===== src/rtl/irq_level_pkg.sv =====
package irq_level_pkg;

  typedef enum logic [1:0] {
    LVL_NONE = 2'd0,
    LVL_LOW  = 2'd1,
    LVL_MED  = 2'd2,
    LVL_HIGH = 2'd3
  } level_e;

  typedef struct packed {
    logic wrCtrl;
    logic wrPtr;
    logic take;
  } strobe_t;

endpackage


===== src/rtl/irq_pick_lowest.sv =====
module irq_pick_lowest #(
  parameter int N  = 16,
  parameter int IW = $clog2(N)
) (
  input  logic [N-1:0]  reqs,
  output logic          found,
  output logic [IW-1:0] idx
);

  always_comb begin
    found = 1'b0;
    idx   = '0;
    for (int i = N - 1; i >= 0; i--) begin
      if (reqs[i]) begin
        found = 1'b1;
        idx   = IW'(i);
      end
    end
  end

endmodule


===== src/rtl/irq_level_ctrl_unit.sv =====
module irq_level_ctrl_unit
  import irq_level_pkg::*;
(
  input  logic    regWrEn,
  input  logic    regAddr,
  input  logic    irqAck,
  input  logic    pendingQ,
  output strobe_t strb
);

  always_comb begin
    strb.wrCtrl = regWrEn && !regAddr;
    strb.wrPtr  = regWrEn && regAddr;
    strb.take   = irqAck && pendingQ;
  end

endmodule


===== src/rtl/irq_level_dp.sv =====
module irq_level_dp
  import irq_level_pkg::*;
#(
  parameter int          N         = 16,
  parameter int          IW        = $clog2(N),
  parameter int          VBW       = 16,
  parameter logic [15:0] APP_BASE  = 16'h0000,
  parameter logic [15:0] BOOT_BASE = 16'h4000
) (
  input  logic           clk,
  input  logic           rstN,
  input  strobe_t        strb,
  input  logic [7:0]     wrData,
  input  logic           regAddr,
  input  logic [N-1:0]   irqReq,
  input  logic [2*N-1:0] irqLvl,
  output logic [7:0]     rdData,
  output logic           pendingQ,
  output logic [IW-1:0]  vecQ,
  output logic [VBW-1:0] vecBase
);

  logic          rrEn, vecSel;
  logic [2:0]    lvlEn;
  logic [IW-1:0] ptrQ;
  logic [1:0]    lvlQ;

  logic [N-1:0]  reqHigh, reqMed, reqLow, reqLowAbove;
  logic          fHigh, fMed, fLow, fAbove;
  logic [IW-1:0] iHigh, iMed, iLow, iAbove;
  logic          useRot, anyWin;
  logic [IW-1:0] lowIdx, winIdx;
  logic [1:0]    winLvl;

  for (genvar i = 0; i < N; i++) begin : g_split
    assign reqHigh[i]     = irqReq[i] && (irqLvl[2*i +: 2] == LVL_HIGH) && lvlEn[2];
    assign reqMed[i]      = irqReq[i] && (irqLvl[2*i +: 2] == LVL_MED)  && lvlEn[1];
    assign reqLow[i]      = irqReq[i] && (irqLvl[2*i +: 2] == LVL_LOW)  && lvlEn[0];
    assign reqLowAbove[i] = reqLow[i] && (IW'(i) > ptrQ);
  end

  irq_pick_lowest #(.N(N), .IW(IW)) i_pickHigh  (.reqs(reqHigh),     .found(fHigh),  .idx(iHigh));
  irq_pick_lowest #(.N(N), .IW(IW)) i_pickMed   (.reqs(reqMed),      .found(fMed),   .idx(iMed));
  irq_pick_lowest #(.N(N), .IW(IW)) i_pickLow   (.reqs(reqLow),      .found(fLow),   .idx(iLow));
  irq_pick_lowest #(.N(N), .IW(IW)) i_pickAbove (.reqs(reqLowAbove), .found(fAbove), .idx(iAbove));

  assign useRot = rrEn || (ptrQ != '0);
  assign lowIdx = (useRot && fAbove) ? iAbove : iLow;
  assign anyWin = fHigh || fMed || fLow;

  always_comb begin
    if (fHigh) begin
      winIdx = iHigh;  winLvl = LVL_HIGH;
    end else if (fMed) begin
      winIdx = iMed;   winLvl = LVL_MED;
    end else begin
      winIdx = lowIdx; winLvl = fLow ? LVL_LOW : LVL_NONE;
    end
  end

  always_ff @(posedge clk or negedge rstN) begin
    if (!rstN) begin
      rrEn   <= 1'b0;
      vecSel <= 1'b0;
      lvlEn  <= 3'b000;
    end else if (strb.wrCtrl) begin
      rrEn   <= wrData[7];
      vecSel <= wrData[6];
      lvlEn  <= wrData[2:0];
    end
  end

  always_ff @(posedge clk or negedge rstN) begin
    if (!rstN) begin
      ptrQ <= '0;
    end else if (strb.wrPtr) begin
      ptrQ <= wrData[IW-1:0];
    end else if (strb.take && rrEn && (lvlQ == LVL_LOW)) begin
      ptrQ <= vecQ;
    end
  end

  always_ff @(posedge clk or negedge rstN) begin
    if (!rstN) begin
      pendingQ <= 1'b0;
      vecQ     <= '0;
      lvlQ     <= LVL_NONE;
    end else if (strb.take) begin
      pendingQ <= 1'b0;
    end else if (!pendingQ) begin
      pendingQ <= anyWin;
      vecQ     <= winIdx;
      lvlQ     <= winLvl;
    end
  end

  assign rdData  = regAddr ? 8'(ptrQ) : {rrEn, vecSel, 3'b000, lvlEn};
  assign vecBase = vecSel ? VBW'(BOOT_BASE) : VBW'(APP_BASE);


  hold_until_ack_chk: assert property (@(posedge clk) disable iff (!rstN)
    (pendingQ && !strb.take) |=> (pendingQ && $stable(vecQ)));


  drop_after_ack_chk: assert property (@(posedge clk) disable iff (!rstN)
    strb.take |=> !pendingQ);


  ptr_follows_low_ack_chk: assert property (@(posedge clk) disable iff (!rstN)
    (strb.take && rrEn && (lvlQ == LVL_LOW) && !strb.wrPtr) |=> (ptrQ == $past(vecQ)));


  ptr_kept_static_chk: assert property (@(posedge clk) disable iff (!rstN)
    (!rrEn && !strb.wrPtr) |=> $stable(ptrQ));


  held_level_enabled_chk: assert property (@(posedge clk) disable iff (!rstN)
    $rose(pendingQ) |-> (lvlQ != LVL_NONE));


  idle_loads_chk: assert property (@(posedge clk) disable iff (!rstN)
    (!pendingQ && anyWin && !strb.take) |=> pendingQ);

endmodule


===== src/rtl/irq_level_ctrl.sv =====
module irq_level_ctrl
  import irq_level_pkg::*;
#(
  parameter int          NUM_IRQ   = 16,
  parameter int          VB_W      = 16,
  parameter logic [15:0] APP_BASE  = 16'h0000,
  parameter logic [15:0] BOOT_BASE = 16'h4000,
  localparam int         IW        = $clog2(NUM_IRQ)
) (
  input  logic                 clk,
  input  logic                 rstN,
  input  logic                 regWrEn,
  input  logic                 regAddr,
  input  logic [7:0]           regWrData,
  output logic [7:0]           regRdData,
  input  logic [NUM_IRQ-1:0]   irqReq,
  input  logic [2*NUM_IRQ-1:0] irqLvl,
  input  logic                 irqAck,
  output logic                 irqPending,
  output logic [IW-1:0]        irqVector,
  output logic [VB_W-1:0]      vecBase
);

  strobe_t strb;

  irq_level_ctrl_unit i_ctrl (
    .regWrEn (regWrEn),
    .regAddr (regAddr),
    .irqAck  (irqAck),
    .pendingQ(irqPending),
    .strb    (strb)
  );

  irq_level_dp #(
    .N(NUM_IRQ), .IW(IW), .VBW(VB_W),
    .APP_BASE(APP_BASE), .BOOT_BASE(BOOT_BASE)
  ) i_dp (
    .clk     (clk),
    .rstN    (rstN),
    .strb    (strb),
    .wrData  (regWrData),
    .regAddr (regAddr),
    .irqReq  (irqReq),
    .irqLvl  (irqLvl),
    .rdData  (regRdData),
    .pendingQ(irqPending),
    .vecQ    (irqVector),
    .vecBase (vecBase)
  );

endmodule


===== config.mk =====
export PLATFORM = sky130hd
export DESIGN_NAME = irq_level_ctrl
export DESIGN_NICKNAME = d
export VERILOG_FILES = /design/src/rtl/irq_level_pkg.sv /design/src/rtl/irq_pick_lowest.sv /design/src/rtl/irq_level_ctrl_unit.sv /design/src/rtl/irq_level_dp.sv /design/src/rtl/irq_level_ctrl.sv
export SDC_FILE = /design/constraint.sdc
export NUM_CORES = 1
export LEC_CHECK = 0
export ABC_AREA = 1
export BUFFER_PORTS_ARGS = -buffer_cell sky130_fd_sc_hd__buf_4
export CORE_ASPECT_RATIO = 1.4
export CORE_UTILIZATION = 45
export DETAILED_ROUTE_END_ITERATION = 12
export GPL_TIMING_DRIVEN = 1
export PLACE_DENSITY_LB_ADDON = 0.25
export RECOVER_POWER = 100
export SETUP_SLACK_MARGIN = 0.05
export SYNTH_ARGS = -nofsm -noshare
export SYNTH_HDL_FRONTEND = slang
export SYNTH_SLANG_ARGS = --single-unit

===== constraint.sdc =====
create_clock -name clk -period 1.7 [get_ports clk]
set_clock_uncertainty 0.05 [all_clocks]
set_input_delay 0.34 -clock clk [delete_from_list [all_inputs] [get_ports clk]]
set_output_delay 0.34 -clock clk [all_outputs]
set_load 0.01 [all_outputs]

# Yosys cells after proc, flatten, opt, wreduce, memory -nomap -nowiden
# Index checks and enable logic that the tools add are counted.
# op_classes
magnitude_cmp	16
reduce_logical	125
bitwise_logic	2
mux	140
n_eq_ne	49
# ops
op	n
$mux 4	69
$logic_and 1x1->1	118
$mux 1	67
$eq 2x2->1 const B	32
$eq 2x1->1 const B	17
$gt 4x4->1 const A	8
$gt 3x4->1 const A	4
$mux 15	1
$gt 1x4->1 const A	2
$gt 2x4->1 const A	2
$mux 8	1
$mux 2	2
$reduce_bool 4->1	1
$logic_or 1x1->1	3
$not 1->1	2
$reduce_and 2->1	1
$reduce_bool 2->1	1
$logic_not 1->1	1
# totals
output_inout_bits	29
elab_cells	339
inputBits	61
regBits	16

# Depth between registers and ports, before layout
# depth
word_depth	24
ltp_mapped	22
mapped_depth_nobuf	22

# By module
# A second synthesis with hierarchy kept.
# unflattened
hier_cells	477
area_unflattened_um2	2561.2
# modules_own_cells
module	cells_per_inst	area_per_inst_um2	instances	seq_area_each_um2
irq_level_dp	275	1700.4	1	400.4
irq_pick_lowest	49	209.0	4	0.0
irq_level_ctrl_unit	6	25.0	1	0.0

# Worst setup path before layout
# No wires, ideal clock.
# synth_path
path_kind	flip-flop to flip-flop
start	register i_dp.lvlEn[2]
end	register i_dp.pendingQ
required_ps	1531
t_arrival_ps	1618
path_stages_with_launch	12
n_path_buf	2
path_slack_ps	-87
period_less_slack_ps	1787
setup_time_ps	119
path_cell_list	dfrtp_1 > buf_2 > buf_2 > nand4_1 > nand2_1 > nor2_1 > nand4_1 > nor2_1 > inv_2 > nor2_1 > nand2_1 > o21a_1
# synth_between
elab_chain_len	21
elab_cells_between_ends	36
cone_classes	18 x mux; 18 x reduce/logical
# synth_rtl
item	line	source
start: declaration	irq_level_dp.sv:24	logic [2:0] lvlEn;
start signal: assignment	irq_level_dp.sv:69	lvlEn <= wrData[2:0];
$logic_and 1x1->1	irq_level_dp.sv:36	assign reqHigh[i] = irqReq[i] && (irqLvl[2*i +: 2] == LVL_HIGH) && lvlEn[2];
$mux 1 (15 in a row)	irq_pick_lowest.sv:14	if (reqs[i]) begin
$mux 1 (*)	irq_pick_lowest.sv:14	
$logic_or 1x1->1 (*) (2 in a row)	irq_level_dp.sv:49	assign anyWin = fHigh || fMed || fLow;
$mux 1 (*)	irq_level_dp.sv:90	end else if (!pendingQ) begin
$mux 1 (*)	irq_level_dp.sv:88	end else if (strb.take) begin
end signal: assignment	irq_level_dp.sv:91	pendingQ <= anyWin;
end: declaration	irq_level_dp.sv:18	output logic pendingQ,
# Mark *: on every way between the ends. The rest lies on a longest branch, timed or not.
# A chain may end at the register's enable or synchronous reset.

# Worst setup path in the final report
# layout_path
start	register i_dp.lvlEn[0]
end	register i_dp.vecQ[3]
# layout_between
elab_chain_len	22
elab_cells_between_ends	84
cone_classes	51 x mux; 33 x reduce/logical
# layout_rtl
item	line	source
$logic_and 1x1->1	irq_level_dp.sv:38	assign reqLow[i] = irqReq[i] && (irqLvl[2*i +: 2] == LVL_LOW) && lvlEn[0];
$logic_and 1x1->1	irq_level_dp.sv:39	assign reqLowAbove[i] = reqLow[i] && (IW'(i) > ptrQ);
$mux 1 (16 in a row)	irq_pick_lowest.sv:14	
$logic_and 1x1->1	irq_level_dp.sv:48	assign lowIdx = (useRot && fAbove) ? iAbove : iLow;
$mux 4 (*)	irq_level_dp.sv:48	
$mux 4 (*)	irq_level_dp.sv:54	end else if (fMed) begin
$mux 4 (*)	irq_level_dp.sv:52	if (fHigh) begin
end signal: assignment	irq_level_dp.sv:92	vecQ <= winIdx;
end: declaration	irq_level_dp.sv:19	output logic [IW-1:0] vecQ,
# Marked as above.

==> flow_results.org <==
** Critical path
- Setup slack on the worst reg-to-reg path comes out at -460 ps.
- For the worst flop-to-flop path, the logic depth is 14.
- The worst register-to-register path ends at i_dp.vecQ[3].
- Critical R2R Launch :: i_dp.lvlEn[0]
- At the worst endpoint, the required time is 1840 ps.
- The critical path in this run is classified as flop to flop.
- The worst setup path is captured at a flop.
- STA classifies the critical path startpoint as a flop.
- Arrival time worst endpoint :: 2300 ps
- Along the worst path, the maximum fanout reaches 6.

** Power
- Leakage :: 2.10 nW
- Peak supply drop :: 0.655 mV
- Net switching power of the design :: 1.11 mW
- Of the total power, registers draw 0.241.
- Power per unit of standard cell area :: 685 nW/um2
- Internal Power :: 1.40 mW
- The share of total power dissipated in the clock network is 0.134.
- Part of the power in combinational logic :: 0.625
- Of the total power, the share spent switching nets is 0.443.

** Placement
- The count of buffers added on input and output ports is 70.
- Post-placement setup slack :: -338 ps
- Detailed-placement wirelength estimate :: 6320 um
- Routability-driven placement finished with a final weighted congestion of 0.939.
- Cell Count Post-Placement :: 619

** Clock tree
- Counting the buffers created by CTS gives 3.
- Buffer cell driving the clock tree root :: sky130_fd_sc_hd__clkbuf_8
- Clk pin slew, worst setup/hold paths :: 60 ps
- TritonCTS clock tree :: done
- In this run the number of H-tree levels came out at 1.
- Sink count of the clock tree :: 16
- Clock latency reported for the late side of the worst-skew pair :: 260 ps
- The clock passes through at most 2 buffers.

** Drt
- Dividing the detail-routed wire length by the instance count gives 13.3 um.
- Iteration-0 DRC Markers :: 214
- Count of unresolved DRC violations after routing :: 0
- Routed vias/inst :: 5.18
- Final wirelength :: 8510 um
- Detailed-route via count :: 3,318
- Antenna-violating nets left :: 0
- For this run, the detailed router's first-pass iteration total came to 6.

** Flow run
- The tool flagged a number of max-cap violations equal to 0.

** STA
- The number of endpoints with negative hold slack in the final report is 0.
- Final period demand of the worst path :: 2160 ps
- Setup violations remaining at the end of the flow were counted as 8.
- Worst slew margin relative to its limit :: 0.435
- Static timing analysis puts the maximum clock frequency at 464 MHz.
- After layout, the worst setup slack is -456 ps.
- For the final routed database, the setup TNS stands at -2010 ps.
- RSZ-0062 raised after global routing :: true
- Worst slew pin tran :: 847 ps
- Post-route fraction of the period consumed by the critical path :: 1.27
- Final max-slew violation count :: 0

** Global routing
- Overall track demand over capacity in global routing :: 0.320
- The first global-routing pass estimated 13,600 um of wire.
- Number of global-route vias before repair :: 3,265
- The initial antenna violation count came to 0.
- Pin count of the biggest net entering global routing :: 17
- The total overflow left after global routing is 0.

** Logic synthesis
- After synthesis the cells add up to 2280 um2.
- Yosys mapped a number of flops with a built-in enable equal to 0.
- Among all flip-flop cells after synthesis, the most frequent one is sky130_fd_sc_hd__dfrtp_1.
- Dividing the synthesized area by the synthesized cell count gives 5.35 um2.
- The number of different library cells used by synthesis comes to 32.
- Synthesis handed over a netlist of 426 instances.
- After synthesis the netlist holds a flip-flop and latch count of 16.
- For this run, asynchronously set or reset flops after synthesis account for 1.00.
- Syn. warnings :: 0
- Share of the yosys chip area belonging to registers :: 0.176

** Status
- The run finished, with violations left.
- The checks that failed: negative setup slack.

** Finish
- The finished layout holds 641 standard cells, fillers aside.
- Nets :: 639
- Multi-input gate area in the final layout :: 1660 um2
- After filler insertion, the fill cell instance count of the layout stands at 382.
- The number of antenna diodes in the final layout is 0.
- At the end of the flow the core is filled with cells to 0.756.
- Register cell area after layout :: 402 um2
- From synthesis to final layout, the design area changed by 60.4%.
- Of the cells placed in the final design, the portion with a size suffix greater than 1 is 0.340.

** Floorplan
- Placeable Area :: 4840 um2
- Io pins :: 90
- DIE WIDTH :: 62.2 um
- Die Area :: 5360 um2
- For this configuration, the core starts out at a cell density of 0.471.
- Row count :: 30
- Die Span Y :: 86.2 um

** Min path
- Hold worst-path end :: i_dp.vecSel
- Worst Min Path Start :: regWrData[6]
- Along the worst hold path, the cell count comes to 3.
- The path class of the tightest hold or removal check is input pin to flop.
[cells by family after synthesis]
group,after synthesis,synth area share
AO/OA/AOI/OAI,42,0.105
buffers and inverters,100,0.197
flip-flops,16,0.176
other,1,0.00164
AND/OR/NAND/NOR,267,0.520
[cell usage in the layout, fill, tap and decap left out, drive strengths merged]
cell type    instances
a211oi               1
a21oi                6
a22oi                1
a31oi                6
and2                 3
and3                 1
buf                141
clkbuf              17
clkinv               1
clkinvlp             1
conb                17
dfrtp               16
dlygate4sd3          1
inv                 74
nand2              134
nand3               20
nand3b               2
nand4               28
nor2                56
nor3                12
nor4                10
o211ai               3
o21a                 1
o21ai               22
o32ai                1
o41ai                1
or2                  1
[how the worst max path moves through the flow]
stage	from	endpoint	slack, ps
floorplan	i_dp.ptrQ[3]	i_dp.vecQ[0]	-60
global placement	i_dp.lvlEn[0]	i_dp.vecQ[0]	-300
CTS	i_dp.lvlEn[0]	i_dp.vecQ[3]	-350
finish	i_dp.lvlEn[0]	i_dp.vecQ[3]	-460
global route	i_dp.lvlEn[0]	i_dp.vecQ[0]	-680
detailed placement	i_dp.lvlEn[0]	i_dp.vecQ[0]	-340
[layout make-up]
type                            count  area share
Tap cell                           64      0.0219
Timing Repair Buffer              155       0.318
Multi-Input combinational cell    326       0.454
Sequential cell                    16       0.110
Timing Repair inverter              1     0.00205
Inverter                           75      0.0797
Clock buffer                        4      0.0150
[worst max-delay path: stages, from the launching register on]
cell	delay [ps]
sky130_fd_sc_hd__dfrtp_1	400
sky130_fd_sc_hd__inv_4	100
sky130_fd_sc_hd__nor4_4	430
sky130_fd_sc_hd__nand3_2	160
sky130_fd_sc_hd__nand2_2	110
sky130_fd_sc_hd__inv_2	40
sky130_fd_sc_hd__nand3b_1	100
sky130_fd_sc_hd__nor2_2	60
sky130_fd_sc_hd__nor2_4	140
sky130_fd_sc_hd__nand3b_1	110
sky130_fd_sc_hd__o211ai_1	100
sky130_fd_sc_hd__nand2_1	90
sky130_fd_sc_hd__nand2_1	80
sky130_fd_sc_hd__nand2_1	60
sky130_fd_sc_hd__nand2_1	50
[cell usage after synthesis, types with 3 or more instances]
library cell | instances | area [um2]
sky130_fd_sc_hd__nor4_2 | 3 | 37.5
sky130_fd_sc_hd__a21oi_1 | 6 | 30.0
sky130_fd_sc_hd__a31oi_1 | 6 | 37.5
sky130_fd_sc_hd__o21ai_1 | 3 | 15.0
sky130_fd_sc_hd__o211ai_1 | 3 | 22.5
sky130_fd_sc_hd__dfrtp_1 | 16 | 400
sky130_fd_sc_hd__nand3_1 | 20 | 100
sky130_fd_sc_hd__nand4_1 | 28 | 175
sky130_fd_sc_hd__nand2_1 | 134 | 503
sky130_fd_sc_hd__buf_4 | 18 | 135
sky130_fd_sc_hd__buf_2 | 6 | 30.0
sky130_fd_sc_hd__nor2_1 | 54 | 203
sky130_fd_sc_hd__nor3_1 | 12 | 60.1
sky130_fd_sc_hd__inv_1 | 65 | 244
sky130_fd_sc_hd__nor4_1 | 7 | 43.8
sky130_fd_sc_hd__o21ai_0 | 19 | 95.1
sky130_fd_sc_hd__inv_2 | 9 | 33.8
[sequential cells by signal (all words and copies together), names as in the netlist]
name and cells:
i_dp.vecSel 1, i_dp.pendingQ 1, i_dp.ptrQ 4, i_dp.lvlEn 3
i_dp.vecQ 4, i_dp.lvlQ 2, i_dp.rrEn 1
[per-stage QoR]
step	instance area, um2	hold slack (ps)	power (mW)
finish	3660	290	2.51
detailed placement	3340	155	1.99
global placement	3340	158	1.96
CTS	3660	298	2.49
floorplan	2390	-5.59	1.34
global route	3660	283	2.69
[routing by layer]
metal | wire length, um | up-vias | global-route usage
met3 | 363 | 42 | 0.0263
li1 | - | 1653 | -
met5 | 0 | - | 0
met1 | 3070 | 1479 | 0.309
met2 | 4550 | 144 | 0.618
met4 | 520 | 0 | 0.258
[power by group through the flow]
stage,Clock (mW),Sequential [mW],Combinational (mW)
final,0.337,0.604,1.57
after global routing,0.364,0.613,1.71
after CTS,0.338,0.602,1.55
after detailed placement,0,0.598,1.39
after global placement,0,0.594,1.37
after floorplan,0,0.574,0.765
[timing repair]
item,in CTS,in global routing
cloned,1,0
endpoints found under the hold margin,16,0
buffers inserted,18,0
endpoints found under the setup margin,9,10
resized for setup,34,16
hold buffers,1,0
pin swaps,17,4
No activity file was read; power rests on OpenSTA's default activity.
